File: src/rtl/cs_pkg.sv
package cs_pkg;
  typedef enum logic {
    TS_RUN = 1'b0,
    TS_SQ  = 1'b1
  } thr_state_e;

  typedef enum logic [1:0] {
    SQK_NONE  = 2'd0,
    SQK_WHOLE = 2'd1,
    SQK_EXEC  = 2'd2
  } sq_kind_e;
endpackage

File: src/rtl/squash_point_calc.sv
module squash_point_calc
  import cs_pkg::*;
#(
  parameter int SEQ_W = 16,
  parameter int PC_W  = 32
) (
  input  logic             trap_req,
  input  logic             ctx_req,
  input  logic             trap_pending,
  input  logic             rob_empty,
  input  logic [SEQ_W-1:0] rob_head_seq,
  input  logic [PC_W-1:0]  saved_pc,
  input  logic             ex_valid,
  input  logic [SEQ_W-1:0] ex_seq,
  input  logic             ex_incl,
  input  logic             ex_mispred,
  input  logic             ex_taken,
  input  logic             ex_cond_ds,
  input  logic [PC_W-1:0]  ex_pc,
  input  logic [SEQ_W-1:0] youngest,
  output sq_kind_e         kind,
  output logic [SEQ_W-1:0] rob_pt,
  output logic [SEQ_W-1:0] done_pt,
  output logic             ds_kill,
  output logic             mis_out,
  output logic [PC_W-1:0]  pc_out
);
  localparam logic [SEQ_W-1:0] ONE = SEQ_W'(1);

  logic             whole_req;
  logic             ex_ok;
  logic [SEQ_W-1:0] whole_pt;
  logic [SEQ_W-1:0] ex_base;
  logic [SEQ_W-1:0] ex_cut;
  logic             ex_ds;

  assign whole_req = trap_req | ctx_req;
  assign ex_ok     = ex_valid && !trap_pending && (ex_seq <= youngest);
  assign whole_pt  = rob_empty ? '0 : rob_head_seq - ONE;

  always_comb begin
    ex_ds  = 1'b0;
    ex_cut = ex_seq;
    if (ex_mispred) begin
      if (ex_taken && ex_cond_ds) begin
        ex_ds  = 1'b1;
        ex_cut = ex_seq;
      end else begin
        ex_cut = ex_seq + ONE;
      end
    end
    ex_base = ex_seq;
    if (ex_incl) begin
      ex_base = ex_seq - ONE;
      ex_cut  = ex_cut - ONE;
    end
  end

  always_comb begin
    kind    = SQK_NONE;
    rob_pt  = '0;
    done_pt = '0;
    ds_kill = 1'b0;
    mis_out = 1'b0;
    pc_out  = '0;
    if (whole_req) begin
      kind    = SQK_WHOLE;
      rob_pt  = whole_pt;
      done_pt = whole_pt;
      pc_out  = saved_pc;
    end else if (ex_ok) begin
      kind    = SQK_EXEC;
      rob_pt  = ex_cut;
      done_pt = ex_base;
      ds_kill = ex_ds;
      mis_out = ex_mispred;
      pc_out  = ex_pc;
    end
  end
endmodule

File: src/rtl/thread_squash_ctl.sv
module thread_squash_ctl
  import cs_pkg::*;
#(
  parameter int SEQ_W = 16,
  parameter int PC_W  = 32
) (
  input  logic             clk,
  input  logic             rst_n,
  input  logic             trap_req,
  input  logic             ctx_req,
  input  logic             trap_pending,
  input  logic             rob_empty,
  input  logic [SEQ_W-1:0] rob_head_seq,
  input  logic [PC_W-1:0]  saved_pc,
  input  logic             ex_valid,
  input  logic [SEQ_W-1:0] ex_seq,
  input  logic             ex_incl,
  input  logic             ex_mispred,
  input  logic             ex_taken,
  input  logic             ex_cond_ds,
  input  logic [PC_W-1:0]  ex_pc,
  input  logic             rob_done,
  input  logic             ins_take,
  input  logic [SEQ_W-1:0] ins_seq,
  output logic             fire_o,
  output logic [SEQ_W-1:0] rob_pt_o,
  output logic [SEQ_W-1:0] done_pt_o,
  output logic             ds_o,
  output logic             mis_o,
  output logic [PC_W-1:0]  pc_o,
  output logic             squashing_o,
  output logic [SEQ_W-1:0] youngest_o,
  output logic             mis_accept
);
  thr_state_e       state_q;
  logic [SEQ_W-1:0] youngest_q;
  sq_kind_e         kind;
  logic [SEQ_W-1:0] rob_pt_c;
  logic [SEQ_W-1:0] done_pt_c;
  logic             ds_c;
  logic             mis_c;
  logic [PC_W-1:0]  pc_c;

  squash_point_calc #(.SEQ_W(SEQ_W), .PC_W(PC_W)) u_calc (
    .trap_req     (trap_req),
    .ctx_req      (ctx_req),
    .trap_pending (trap_pending),
    .rob_empty    (rob_empty),
    .rob_head_seq (rob_head_seq),
    .saved_pc     (saved_pc),
    .ex_valid     (ex_valid),
    .ex_seq       (ex_seq),
    .ex_incl      (ex_incl),
    .ex_mispred   (ex_mispred),
    .ex_taken     (ex_taken),
    .ex_cond_ds   (ex_cond_ds),
    .ex_pc        (ex_pc),
    .youngest     (youngest_q),
    .kind         (kind),
    .rob_pt       (rob_pt_c),
    .done_pt      (done_pt_c),
    .ds_kill      (ds_c),
    .mis_out      (mis_c),
    .pc_out       (pc_c)
  );

  assign mis_accept = (kind == SQK_EXEC) && mis_c;

  always_ff @(posedge clk) begin
    if (!rst_n) begin
      state_q    <= TS_RUN;
      youngest_q <= '1;
      fire_o     <= 1'b0;
      rob_pt_o   <= '0;
      done_pt_o  <= '0;
      ds_o       <= 1'b0;
      mis_o      <= 1'b0;
      pc_o       <= '0;
    end else begin
      fire_o <= (kind != SQK_NONE);
      if (kind != SQK_NONE) begin
        state_q    <= TS_SQ;
        youngest_q <= (kind == SQK_WHOLE) ? '0 : done_pt_c;
        rob_pt_o   <= rob_pt_c;
        done_pt_o  <= done_pt_c;
        ds_o       <= ds_c;
        mis_o      <= mis_c;
        pc_o       <= pc_c;
      end else begin
        if (ins_take) youngest_q <= ins_seq;
        if (state_q == TS_SQ && rob_done) state_q <= TS_RUN;
      end
    end
  end

  assign squashing_o = (state_q == TS_SQ);
  assign youngest_o  = youngest_q;


  no_dual_whole_chk: assert property (@(posedge clk) disable iff (!rst_n)
    !(trap_req && ctx_req));


  whole_resets_young_chk: assert property (@(posedge clk) disable iff (!rst_n)
    (trap_req || ctx_req) |=> (youngest_o == '0) && !mis_o && fire_o);


  young_reject_chk: assert property (@(posedge clk) disable iff (!rst_n)
    (ex_valid && (ex_seq > youngest_q) && !trap_req && !ctx_req) |=> !fire_o);


  sq_hold_chk: assert property (@(posedge clk) disable iff (!rst_n)
    (squashing_o && !rob_done) |=> squashing_o);


  fire_marks_sq_chk: assert property (@(posedge clk) disable iff (!rst_n)
    fire_o |-> squashing_o && (youngest_o == done_pt_o || youngest_o == '0));
endmodule

File: src/rtl/mispred_tally.sv
module mispred_tally #(
  parameter int NT    = 2,
  parameter int CNT_W = 16
) (
  input  logic             clk,
  input  logic             rst_n,
  input  logic [NT-1:0]    hit,
  output logic [CNT_W-1:0] count
);
  logic [CNT_W-1:0] add_c;

  always_comb begin
    add_c = '0;
    for (int i = 0; i < NT; i++) add_c = add_c + CNT_W'(hit[i]);
  end

  always_ff @(posedge clk) begin
    if (!rst_n) count <= '0;
    else        count <= count + add_c;
  end


  tally_step_chk: assert property (@(posedge clk) disable iff (!rst_n)
    (hit == '0) |=> $stable(count));
endmodule

File: src/rtl/commit_squash_resolver.sv
module commit_squash_resolver
  import cs_pkg::*;
#(
  parameter int NT    = 2,
  parameter int SEQ_W = 16,
  parameter int PC_W  = 32,
  parameter int CNT_W = 16
) (
  input  logic                      clk,
  input  logic                      rst_n,
  input  logic [NT-1:0]             trap_req,
  input  logic [NT-1:0]             ctx_req,
  input  logic [NT-1:0]             trap_pending,
  input  logic [NT-1:0]             rob_empty,
  input  logic [NT-1:0][SEQ_W-1:0]  rob_head_seq,
  input  logic [NT-1:0][PC_W-1:0]   saved_pc,
  input  logic [NT-1:0]             ex_valid,
  input  logic [NT-1:0][SEQ_W-1:0]  ex_seq,
  input  logic [NT-1:0]             ex_incl,
  input  logic [NT-1:0]             ex_mispred,
  input  logic [NT-1:0]             ex_taken,
  input  logic [NT-1:0]             ex_cond_ds,
  input  logic [NT-1:0][PC_W-1:0]   ex_pc,
  input  logic [NT-1:0]             rob_done,
  input  logic [NT-1:0]             ins_valid,
  input  logic [NT-1:0][SEQ_W-1:0]  ins_seq,
  output logic [NT-1:0]             ins_ready,
  output logic [NT-1:0]             sq_fire,
  output logic [NT-1:0][SEQ_W-1:0]  sq_rob_pt,
  output logic [NT-1:0][SEQ_W-1:0]  sq_done_pt,
  output logic [NT-1:0]             sq_ds,
  output logic [NT-1:0]             sq_mispred,
  output logic [NT-1:0][PC_W-1:0]   sq_pc,
  output logic [NT-1:0]             rob_squashing,
  output logic [NT-1:0][SEQ_W-1:0]  youngest_seq,
  output logic [CNT_W-1:0]          mispred_count
);
  logic          all_sq;
  logic [NT-1:0] mis_hit;
  logic [NT-1:0] ins_take;

  assign all_sq    = &rob_squashing;
  assign ins_ready = {NT{!all_sq}};
  assign ins_take  = ins_valid & ins_ready;

  for (genvar t = 0; t < NT; t++) begin : g_thr
    thread_squash_ctl #(.SEQ_W(SEQ_W), .PC_W(PC_W)) u_thr (
      .clk          (clk),
      .rst_n        (rst_n),
      .trap_req     (trap_req[t]),
      .ctx_req      (ctx_req[t]),
      .trap_pending (trap_pending[t]),
      .rob_empty    (rob_empty[t]),
      .rob_head_seq (rob_head_seq[t]),
      .saved_pc     (saved_pc[t]),
      .ex_valid     (ex_valid[t]),
      .ex_seq       (ex_seq[t]),
      .ex_incl      (ex_incl[t]),
      .ex_mispred   (ex_mispred[t]),
      .ex_taken     (ex_taken[t]),
      .ex_cond_ds   (ex_cond_ds[t]),
      .ex_pc        (ex_pc[t]),
      .rob_done     (rob_done[t]),
      .ins_take     (ins_take[t]),
      .ins_seq      (ins_seq[t]),
      .fire_o       (sq_fire[t]),
      .rob_pt_o     (sq_rob_pt[t]),
      .done_pt_o    (sq_done_pt[t]),
      .ds_o         (sq_ds[t]),
      .mis_o        (sq_mispred[t]),
      .pc_o         (sq_pc[t]),
      .squashing_o  (rob_squashing[t]),
      .youngest_o   (youngest_seq[t]),
      .mis_accept   (mis_hit[t])
    );
  end

  mispred_tally #(.NT(NT), .CNT_W(CNT_W)) u_tally (
    .clk   (clk),
    .rst_n (rst_n),
    .hit   (mis_hit),
    .count (mispred_count)
  );


  hold_inserts_chk: assert property (@(posedge clk) disable iff (!rst_n)
    (&rob_squashing) |-> (ins_ready == '0));


  open_inserts_chk: assert property (@(posedge clk) disable iff (!rst_n)
    !(&rob_squashing) |-> (ins_ready == '1));
endmodule

File: config.mk
export PLATFORM = sky130hd
export DESIGN_NAME = commit_squash_resolver
export DESIGN_NICKNAME = d
export VERILOG_FILES = /design/src/rtl/cs_pkg.sv /design/src/rtl/squash_point_calc.sv /design/src/rtl/thread_squash_ctl.sv /design/src/rtl/mispred_tally.sv /design/src/rtl/commit_squash_resolver.sv
export SDC_FILE = /design/constraint.sdc
export NUM_CORES = 1
export LEC_CHECK = 0
export ABC_AREA = 1
export CORE_AREA = 2 2 169 171
export CTS_CLUSTER_DIAMETER = 60
export DETAILED_ROUTE_END_ITERATION = 12
export DIE_AREA = 0 0 171 173
export DONT_BUFFER_PORTS = 1
export GPL_ROUTABILITY_DRIVEN = 0
export PLACE_DENSITY = 0.65
export SLEW_MARGIN = 5
export SYNTH_ARGS = -nofsm -noshare
export SYNTH_HDL_FRONTEND = slang
export SYNTH_SLANG_ARGS = --single-unit
File: constraint.sdc
create_clock -name clk -period 11 [get_ports clk]
set_clock_uncertainty 0.1 [all_clocks]
set_input_delay 0.55 -clock clk [delete_from_list [all_inputs] [get_ports clk]]
set_output_delay 0.55 -clock clk [all_outputs]
set_load 0.02 [all_outputs]
==> results of run 1 <==
worst reg2reg max path: cells and delay by family (launching register included):
kind,cells,cell delay [ns]
flops,1,0.47
buf+inv,3,0.22
compound gates,2,0.22
fa+ha+maj,4,1.00
simple gates,13,2.78
registers in the layout (all words and copies together), names as in the netlist:
signal and cells:
g_thr.u_thr.done_pt_o 32, g_thr.u_thr.ds_o 2, g_thr.u_thr.fire_o 2, g_thr.u_thr.mis_o 2, g_thr.u_thr.pc_o 64, g_thr.u_thr.rob_pt_o 32, g_thr.u_thr.squashing_o 2, g_thr.u_thr.youngest_o 32
u_tally.count 16
placed cells by master, fill, tap and decap left out, types with 3 or more instances in the layout:
master	n
nor2_2	6
xnor2_1	10
nor2_1	155
clkinvlp_4	3
a31oi_1	75
nand2_1	519
nand3_2	8
nand3b_1	4
dfxtp_1	184
nor3_1	16
buf_4	8
nand2_2	13
xor2_1	40
o21ai_0	106
inv_1	171
clkinv_1	5
a21oi_2	3
nand4_1	28
a21oi_1	95
inv_2	5
inv_6	3
clkbuf_16	17
inv_8	3
nor4_1	5
ha_1	43
nor2_4	11
o21ai_1	10
nand3_1	157
nor3_2	4
per-layer routing:
metal	up-vias	routed length, um
met1	5287	15970
met3	50	3787
met5	-	0
li1	5668	-
met2	517	17820
met4	0	948
synth_stat cells (all sizes together):
cell,instances
a21boi,1
a21o,1
a21oi,98
a31oi,75
buf,41
clkbuf,39
clkinv,5
dfxtp,184
fa,1
ha,43
inv,178
mux2,1
nand2,534
nand3,165
nand3b,4
nand4,28
nor2,172
nor3,20
nor4,6
o21ai,116
or2,2
xnor2,10
xor2,42
power by group through the flow:
stage	sequential, mW	combinational [mW]	clock (mW)
6_report	0.804	0.226	0.605
5_1_grt	0.808	0.260	0.653
4_1_cts	0.805	0.226	0.622
3_5_place_dp	0.820	0.224	0
3_3_place_gp	0.820	0.218	0
2_1_floorplan	0.799	0.189	0
worst paths after layout:
kind	start	to	slack (ns)
worst max-delay path	g_thr[1].u_thr.youngest_o[15]$_SDFFE_PN1P_	u_tally.count[14]$_SDFF_PN0_	6.12
worst min-delay path	rst_n	u_tally.count[0]$_SDFF_PN0_	0.14
worst max register to register	g_thr[1].u_thr.youngest_o[15]$_SDFFE_PN1P_	u_tally.count[14]$_SDFF_PN0_	6.12
worst min register to register	g_thr[0].u_thr.pc_o[17]$_SDFFE_PN0N_	g_thr[0].u_thr.pc_o[17]$_SDFFE_PN0N_	0.48
cell type report:
type | count | area [um^2]
inverter | 183 | 690.7
clock buffer | 18 | 439.2
multi-input combinational | 1319 | 6649
sequential | 184 | 3684
clock inverter | 14 | 137.6
fill | 2958 | 15500
timing repair buffer | 8 | 60.06
tap | 378 | 473.0
cells by family after synthesis:
kind of cell               count (synthesis)  synth area share
buffers and inverters                    263           0.09532
AOI/OAI and AO/OA                        291            0.1373
and+or+nand+nor                          931            0.3533
muxes                                      1         0.0009871
xor gates and xnor gates                  52           0.04124
DFF                                      184            0.3229
adders and majority gates                 44           0.04892
stage by stage:
stage / hold WS [ns] / power (mW) / utilization / worst slack [ns] / std cells
floorplan: 0.3396 / 0.9879 / - / 6.956 / 1766
global placement: 0.4668 / 1.038 / 0.4183 / 6.272 / 2072
detailed placement: 0.4717 / 1.044 / 0.4183 / 6.154 / 2072
CTS: 0.1065 / 1.653 / 0.4391 / 6.144 / 2104
global route: 0.1212 / 1.721 / 0.4391 / 5.621 / 2104
finish: 0.1374 / 1.635 / 0.4391 / 6.118 / 2104
==> out/results.txt, run 1 <==
status: complete, no violations
# rows: 61
sequential share of power: 0.492
final setup fails: 0
Switch Pwr: 0.5422 mW
DP Wirelength: 29,940 um
met1 usage: 0.3189
crit-path leading delay family: simple AND/OR/NAND/NOR gates
drt first pass iters: 6
initial antenna violation count: 0
Gate power share: 0.138
first-pass GRT wire length: 58,130 um
number of routed nets with antenna violations: 0
Clk Latency, worst-skew pair: 0.43 ns
pin count of the biggest net entering global routing: 100
GR Layer Usage met3: 0.07118
GRT met2 Usage: 0.4118
WP data arrival: 5.11 ns
Clock Tree Buf Depth: 2
fmax: 0.2048 GHz
Syn Area/Cell: 6.459 um^2
Post-CTS Setup Bufs: 0
sequential-to-total area share from yosys stat: 0.3229
FF-to-FF path depth: 22
Switching Fraction: 0.3315
H-tree depth: 4
VDD IR-drop max: 0.09896 mV
Area Overhead vs Synth: 6.362%
vias in the first global route: 10,390
WP buf/inv: 3
post-synthesis cell count: 1,766
WHS Path Cells: 2
most used cell, CP: nand2_1
worst setup path class: reg2reg
routed len/inst: 18.31 um
final hold vios: 0
Max-slew headroom: 0.3544
Overall Global Routing Usage: 0.2509
Pint: 1.093 mW
Cell Area, Synth: 0.01141 mm^2
Yosys top cell area share: 0.3229
maxcap violations: 0
Final #Nets: 2,005
Slowest-stage cell, CP: dfxtp_1
hold_buf cts: 0
Post-Syn Nets: 2,058
CP Capture Type: flip-flop
Pwr Density: 134.8 mW/mm^2
critical path depth in cells: 22
layout cells sized above 1: 0.05736
actual slew at the worst max-slew pin: 0.9684 ns
Clock transition at path regs: 0.08 ns
I/O Buffers: 0
CP Max Fanout: 36
ranking of synthesized cells by area: dfxtp_1 (32%), nand2_1 (17%), nand3_1 (6.9%)
# resized after CTS: 0
area of the core: 0.02763 mm^2
cells along the critical path: inv_1, ha_1, nand2_1, nor4_1, nand2_1, nand2_1, nand2_4, nor2_4, nand2_1, inv_1, ha_1, ha_1, inv_1, fa_1, nor2_1, nand2_1, nor4_1, nand4_1, nor2_1, nand3_1, o21ai_0, a21oi_1
Hold Crit Class: in2reg
Netlist cell types: 39
DIE AREA: 0.02958 mm^2
clock root cell: clkbuf_16
slowest stage delay, CP: 0.47 ns
Tcrit/Tclk final: 0.4438
final setup TNS: 0 ns
leakage power: 5.313 nW
YS warnings: 0
post-route minimum period: 4.882 ns
GRT Max-Usage Layer: met2
Ant. Diodes: 0
Starting Density: 0.4129
RSZ-0062 raised after global routing: false
CTS Sinks: 184
Die H: 173 um
final max-slew violation count: 0
Die X-Extent: 171 um
crit path launch type: flip-flop
DP Area: 0.01156 mm^2
post-synthesis register bit count: 184
via/cell ratio: 5.476
CP required: 11.23 ns
CTS Buf Count: 17
Clk pwr share: 0.370
DRC viols: 0
via count: 11,520
I/O pin cnt: 434
grt ovf: 0
CTS tree: built
final wirelength: 38,530 um
Initial DRC Count: 747
Yosys top cell by area: dfxtp_1
Post-Layout Inst Area: 0.01213 mm^2
Power figures use the tool's default switching activity.
==> run 2: changes to the inputs <==
--- a/config.mk
+++ b/config.mk
@@ -5,14 +5,14 @@
 export SDC_FILE = /design/constraint.sdc
 export NUM_CORES = 1
 export LEC_CHECK = 0
-export ABC_AREA = 1
-export CORE_AREA = 2 2 169 171
+export ABC_AREA = 0
+export CORE_AREA = 2 2 167 169
 export CTS_CLUSTER_DIAMETER = 60
 export DETAILED_ROUTE_END_ITERATION = 12
-export DIE_AREA = 0 0 171 173
+export DIE_AREA = 0 0 169 171
 export DONT_BUFFER_PORTS = 1
 export GPL_ROUTABILITY_DRIVEN = 0
-export PLACE_DENSITY = 0.65
+export PLACE_DENSITY = 0.67
 export SLEW_MARGIN = 5
 export SYNTH_ARGS = -nofsm -noshare
 export SYNTH_HDL_FRONTEND = slang
==> constraint.sdc (replaced) <==
create_clock -name clk -period 4.1 [get_ports clk]
set_clock_uncertainty 0.1 [all_clocks]
set_input_delay 0.205 -clock clk [delete_from_list [all_inputs] [get_ports clk]]
set_output_delay 0.205 -clock clk [all_outputs]
set_load 0.02 [all_outputs]
==> out/results.txt, run 2 <==
Starting Density: 0.4097
Hold Crit Class: in2reg
worst flop-to-flop path startpoint: g_thr[0].u_thr.youngest_o[10]$_SDFFE_PN1P_
pin count of the biggest net entering global routing: 107
leakage power: 5.399 nW
hold endpoint: g_thr[0].u_thr.youngest_o[4]$_SDFFE_PN1P_
WHS Path Cells: 2
Gate power share: 0.189
crit path launch type: flip-flop
Pint: 3.179 mW
CTS tree: built
RSZ-0062 raised after global routing: false
post-synthesis cell count: 1,500
post-synthesis register bit count: 184
Clock transition at path regs: 0.08 ns
actual slew at the worst max-slew pin: 1.174 ns
Cell Area, Synth: 0.01120 mm^2
status: complete, no violations
Slowest-stage cell, CP: or4_4
slowest stage delay, CP: 0.56 ns
worst setup path class: reg2reg
final hold vios: 0
Initial DRC Count: 1,051
Top FF cell, synth: dfxtp_1
most frequent cells in the layout: nor2_1 (251), nand2_1 (228), dlygate4sd3_1 (205), dfxtp_1 (176), xnor2_1 (66)
layout cells sized above 1: 0.06477
fin util: 0.5163
fmax: 0.2545 GHz
most used cell, CP: ha_1
end of the worst register-to-register path: u_tally.count[6]$_SDFF_PN0_
post-route minimum period: 3.929 ns
Clk pwr share: 0.360
most frequent cell after synthesis: nor2_1
initial antenna violation count: 4
Yosys top cell by area: dfxtp_1
Yosys top cell area share: 0.3290
area of the core: 0.02732 mm^2
DIE AREA: 0.02890 mm^2
CP Launch Point: g_thr[0].u_thr.youngest_o[10]$_SDFFE_PN1P_
Final #Nets: 1,932
I/O Buffers: 0
Syn Area/Cell: 7.464 um^2
Post-synth EDFFs: 0
Switching Fraction: 0.3265
final max-slew violation count: 0
Switch Pwr: 1.541 mW
CP Capture Type: flip-flop
Clock Tree Buf Depth: 2
Overall Global Routing Usage: 0.2798
fin cells: 2,000
Max-slew headroom: 0.2175
CP required: 4.29 ns
Pwr Density: 334.5 mW/mm^2
first-pass GRT wire length: 63,410 um
CP Max Fanout: 7
grt ovf: 0
final setup TNS: 0 ns
number of routed nets with antenna violations: 0
final setup fails: 0
dpl cells: 1,761
I/O pin cnt: 434
CTS Sinks: 184
ranking of synthesized cells by area: dfxtp_1 (33%), nor2_1 (8.5%), nand2_1 (7.6%)
clock root cell: clkbuf_16
routed len/inst: 21.22 um
H-tree depth: 4
cells along the critical path: inv_1, ha_1, nand4_1, or4_4, a21o_1, and3_2, or2_1, and3_4, ha_1, ha_1, inv_1, fa_1, nor2b_1, buf_4, nand4_1, xor2_1, nor2_1
DRC viols: 0
Area Overhead vs Synth: 26.01%
DP Wirelength: 29,350 um
VDD IR-drop max: 0.2691 mV
via count: 11,940
CTS Buf Count: 17
Post-Syn Nets: 1,792
drt first pass iters: 6
Worst Min Path Start: rst_n
sequential share of power: 0.452
Post-synth ARST share: 0
sequential-to-total area share from yosys stat: 0.3290
Die H: 171 um
max reg flops: 64
commonest non-fill, non-tap cell in the layout: nor2_1
via/cell ratio: 5.972
Clk Latency, worst-skew pair: 0.44 ns
reg2reg setup slack: 0.17 ns
maxcap violations: 0
final wirelength: 42,450 um
vias in the first global route: 11,430
Reg with most FFs: g_thr.u_thr.pc_o
Netlist cell types: 77
# rows: 61
most frequent cells after synthesis: nor2_1 (254), nand2_1 (228), dfxtp_1 (184), clkbuf_1 (86), xnor2_1 (66)
Tcrit/Tclk final: 0.9582
WP data arrival: 4.12 ns
FF-to-FF path depth: 17
YS warnings: 0
Die X-Extent: 169 um
[run 2: cell types whose count changed in the layout (fill, tap and decap cells not counted), moves of 29 or more]
| cell | change |
|---|---|
| a21oi_1 | -31 |
| nand2_1 | -291 |
| nand3_1 | -120 |
| o22ai_1 | +34 |
| a311oi_1 | +65 |
| a31oi_1 | -70 |
| dlygate4sd3_1 | +205 |
| xnor2_1 | +56 |
| o21ai_0 | -67 |
| nor2_1 | +96 |
| nor3_1 | +29 |
| inv_1 | -128 |
[run 2: worst max-delay path, delay by kind of cell (launching register included)]
kind	cells	cell delay (ns)
AO/OA/AOI/OAI	1	0.17
XOR/XNOR	1	0.15
adder cells (fa/ha/maj)	4	1.08
buffers and inverters	3	0.24
flip-flops	1	0.33
AND/OR/NAND/NOR	8	1.72
[run 2: cell type report]
cell class	count	area, um^2
timing repair buffer	238	2332
fill	2517	13220
clock buffer	17	425.4
sequential	184	3701
multi-input combinational	1155	6883
antenna	2	5.005
inverter	44	167.7
clock inverter	14	160.2
tap	346	432.9
[run 2: stage by stage]
stage	cell area, um^2	power, mW	hold WS [ns]	setup WS (ns)
3_5_place_dp	11410	2.834	0.1756	0.05261
4_1_cts	14070	4.728	0.002024	0.04444
5_1_grt	14110	4.919	0.01026	0.01724
2_1_floorplan	11210	2.669	0.2525	0.0003295
3_3_place_gp	11410	2.817	0.1776	0.1021
6_report	14110	4.719	0.007129	0.1715
[run 2: kinds of logic (layout without fill, tap and decap cells)]
kind of cell               count (synthesis)  count (layout)  share of synthesized area
muxes                                     12              12                    0.01106
adders and majority gates                 44              44                    0.04984
xor gates and xnor gates                 113             113                    0.08840
AOI/OAI and AO/OA                        297             297                     0.1852
DFF                                      184             184                     0.3290
other                                      0               2                          0
and+or+nand+nor                          689             689                     0.2762
buffers and inverters                    161             313                    0.06035
[run 2: worst max-delay path by stage]
stage | slack, ns | end | depth (start not counted)
2_1_floorplan | 0.0003 | u_tally.count[6]$_SDFF_PN0_ | 20
3_3_place_gp | 0.10 | u_tally.count[6]$_SDFF_PN0_ | 17
3_5_place_dp | 0.05 | u_tally.count[6]$_SDFF_PN0_ | 17
4_1_cts | 0.04 | u_tally.count[6]$_SDFF_PN0_ | 17
5_1_grt | 0.02 | u_tally.count[8]$_SDFF_PN0_ | 17
6_report | 0.17 | u_tally.count[6]$_SDFF_PN0_ | 17
[run 2: metal layers]
layer  share of wire  up-vias  GRT usage
met3           0.095      157    0.09068
li1                -     5517          -
met4           0.065        2     0.1825
met1            0.37     5600     0.3114
met2            0.47      668     0.4613
met5         0.00040        -          0
[run 2: what timing repair did]
action                                 CTS  global route
buffers inserted                         0             0
setup endpoints to repair                0            13
endpoints found under the hold margin  151             1
resized for setup                        0             5
hold buffers                           205             1
[run 2: power groups by stage]
stage | Clock [mW] | Sequential, mW | Combinational (mW)
after floorplan | 0 | 2.14 | 0.527
after global placement | 0 | 2.17 | 0.650
after detailed placement | 0 | 2.17 | 0.665
after CTS | 1.74 | 2.13 | 0.862
after global routing | 1.80 | 2.14 | 0.973
final | 1.70 | 2.13 | 0.890
==> run 3: changes to the inputs <==
--- a/config.mk
+++ b/config.mk
@@ -13,7 +13,9 @@
 export DONT_BUFFER_PORTS = 1
 export GPL_ROUTABILITY_DRIVEN = 0
 export PLACE_DENSITY = 0.67
+export RECOVER_POWER = 25
 export SLEW_MARGIN = 5
 export SYNTH_ARGS = -nofsm -noshare
 export SYNTH_HDL_FRONTEND = slang
 export SYNTH_SLANG_ARGS = --single-unit
+export TNS_END_PERCENT = 100
==> out/results.txt, run 3 (synthesis gave the netlist of run 2 again) <==
maxcap violations: 0
Post-Layout Inst Area: 0.01409 mm^2
end of the worst register-to-register path: u_tally.count[6]$_SDFF_PN0_
routed len/inst: 21.22 um
Clock Tree Buf Depth: 2
commonest non-fill, non-tap cell in the layout: nor2_1
worst flop-to-flop path startpoint: g_thr[0].u_thr.youngest_o[10]$_SDFFE_PN1P_
actual slew at the worst max-slew pin: 1.179 ns
final setup fails: 0
# rows: 61
first-pass GRT wire length: 63,410 um
FF-to-FF path depth: 17
crit path launch type: flip-flop
Overall Global Routing Usage: 0.2798
Max-slew headroom: 0.2141
post-route minimum period: 3.931 ns
Pwr Density: 334.9 mW/mm^2
cells along the critical path: inv_1, ha_1, nand4_1, or4_4, a21o_1, and3_2, or2_1, and3_4, ha_1, ha_1, inv_1, fa_1, nor2b_1, buf_4, nand4_1, xor2_1, nor2_1
most used cell, CP: ha_1
leakage power: 5.385 nW
final max-slew violation count: 0
WHS Path Cells: 2
Post-CTS Setup Bufs: 0
Worst Min Path Start: rst_n
I/O Buffers: 0
final hold vios: 0
DIE AREA: 0.02890 mm^2
CP required: 4.29 ns
H-tree depth: 4
Filler Cell Count: 2,523
clock root cell: clkbuf_16
Hold Crit Class: in2reg
Tcrit/Tclk final: 0.9589
Reg area: 0.003701 mm^2
pin count of the biggest net entering global routing: 107
Clk Latency, worst-skew pair: 0.45 ns
Die H: 171 um
DP Area: 0.01141 mm^2
CTS Buf Count: 17
Reg with most FFs: g_thr.u_thr.pc_o
Starting Density: 0.4097
Area Overhead vs Synth: 25.87%
Clock transition at path regs: 0.08 ns
most frequent cells in the layout: nor2_1 (251), nand2_1 (228), dlygate4sd3_1 (205), dfxtp_1 (176), xnor2_1 (66)
CP Capture Type: flip-flop
status: complete, no violations
initial antenna violation count: 4
hold endpoint: g_thr[0].u_thr.youngest_o[4]$_SDFFE_PN1P_
VDD IR-drop max: 0.2691 mV
number of routed nets with antenna violations: 0
reg2reg setup slack: 0.17 ns
final wirelength: 42,440 um
DRC viols: 0
grt ovf: 0
WP data arrival: 4.12 ns
multi-input logic area: 0.006883 mm^2
DP Wirelength: 29,350 um
Final #Nets: 1,932
WP buf/inv: 3
CTS tree: built
vias in the first global route: 11,430
RSZ-0062 raised after global routing: false
via count: 11,910
fmax: 0.2544 GHz
slowest stage delay, CP: 0.56 ns
via/cell ratio: 5.954
drt first pass iters: 5
fin util: 0.5158
worst setup path class: reg2reg
final setup TNS: 0 ns
max reg flops: 64
CP Max Fanout: 7
crit-path leading delay family: simple AND/OR/NAND/NOR gates
area of the core: 0.02732 mm^2
Slowest-stage cell, CP: or4_4
total power draw: 4.719 mW
I/O pin cnt: 434
CTS Sinks: 184
Die X-Extent: 169 um
layout cells sized above 1: 0.06235
Initial DRC Count: 1,054
-- run 3: cell type report --
type / count / share of cell area
Antenna cell: 2 / 0.0003551
Clock buffer: 17 / 0.03019
Clock inverter: 14 / 0.01136
Inverter: 44 / 0.01190
Multi-Input combinational cell: 1155 / 0.4884
Sequential cell: 184 / 0.2626
Tap cell: 346 / 0.03072
Timing Repair Buffer: 238 / 0.1644
-- run 3: repair_timing --
item / in CTS / in global routing
gates resized for setup: 0 / 5
setup endpoints to repair: 0 / 13
endpoints found under the hold margin: 151 / 1
hold buffers: 205 / 1
-- run 3: power by group --
group          internal (mW)  switching [mW]  total (mW)
Combinational          0.407           0.481       0.887
Sequential              1.90           0.227        2.13
Clock                  0.865           0.835        1.70
Total                   3.18            1.54        4.72
-- run 3: worst max path at each step --
| stage | start | to | slack, ns | depth (start not counted) |
|---|---|---|---|---|
| global route | g_thr[0].u_thr.youngest_o[14]$_SDFFE_PN1P_ | u_tally.count[8]$_SDFF_PN0_ | 0.02 | 17 |
| detailed placement | g_thr[0].u_thr.youngest_o[11]$_SDFFE_PN1P_ | u_tally.count[6]$_SDFF_PN0_ | 0.05 | 17 |
| CTS | g_thr[0].u_thr.youngest_o[11]$_SDFFE_PN1P_ | u_tally.count[6]$_SDFF_PN0_ | 0.04 | 17 |
| finish | g_thr[0].u_thr.youngest_o[10]$_SDFFE_PN1P_ | u_tally.count[6]$_SDFF_PN0_ | 0.17 | 17 |
| floorplan | g_thr[0].u_thr.youngest_o[12]$_SDFFE_PN1P_ | u_tally.count[6]$_SDFF_PN0_ | 0.0003 | 20 |
| global placement | g_thr[0].u_thr.youngest_o[11]$_SDFFE_PN1P_ | u_tally.count[6]$_SDFF_PN0_ | 0.10 | 17 |
-- run 3: routing by layer --
metal  routed length [um]  vias up  track usage
met5                   17        -            0
met4                 2678        2       0.1825
met3                 4035      149      0.09068
met2                20140      658       0.4613
met1                15570     5575       0.3114
li1                     -     5524            -
-- run 3: metrics by stage --
step | worst slack (ns) | cells | hold slack (ns)
after floorplan | 0.0003295 | 1500 | 0.2525
after global placement | 0.1021 | 1761 | 0.1776
after detailed placement | 0.05261 | 1761 | 0.1756
after CTS | 0.04444 | 1997 | 0.002024
after global routing | 0.01535 | 2000 | 0.01026
final | 0.1686 | 2000 | 0.002520
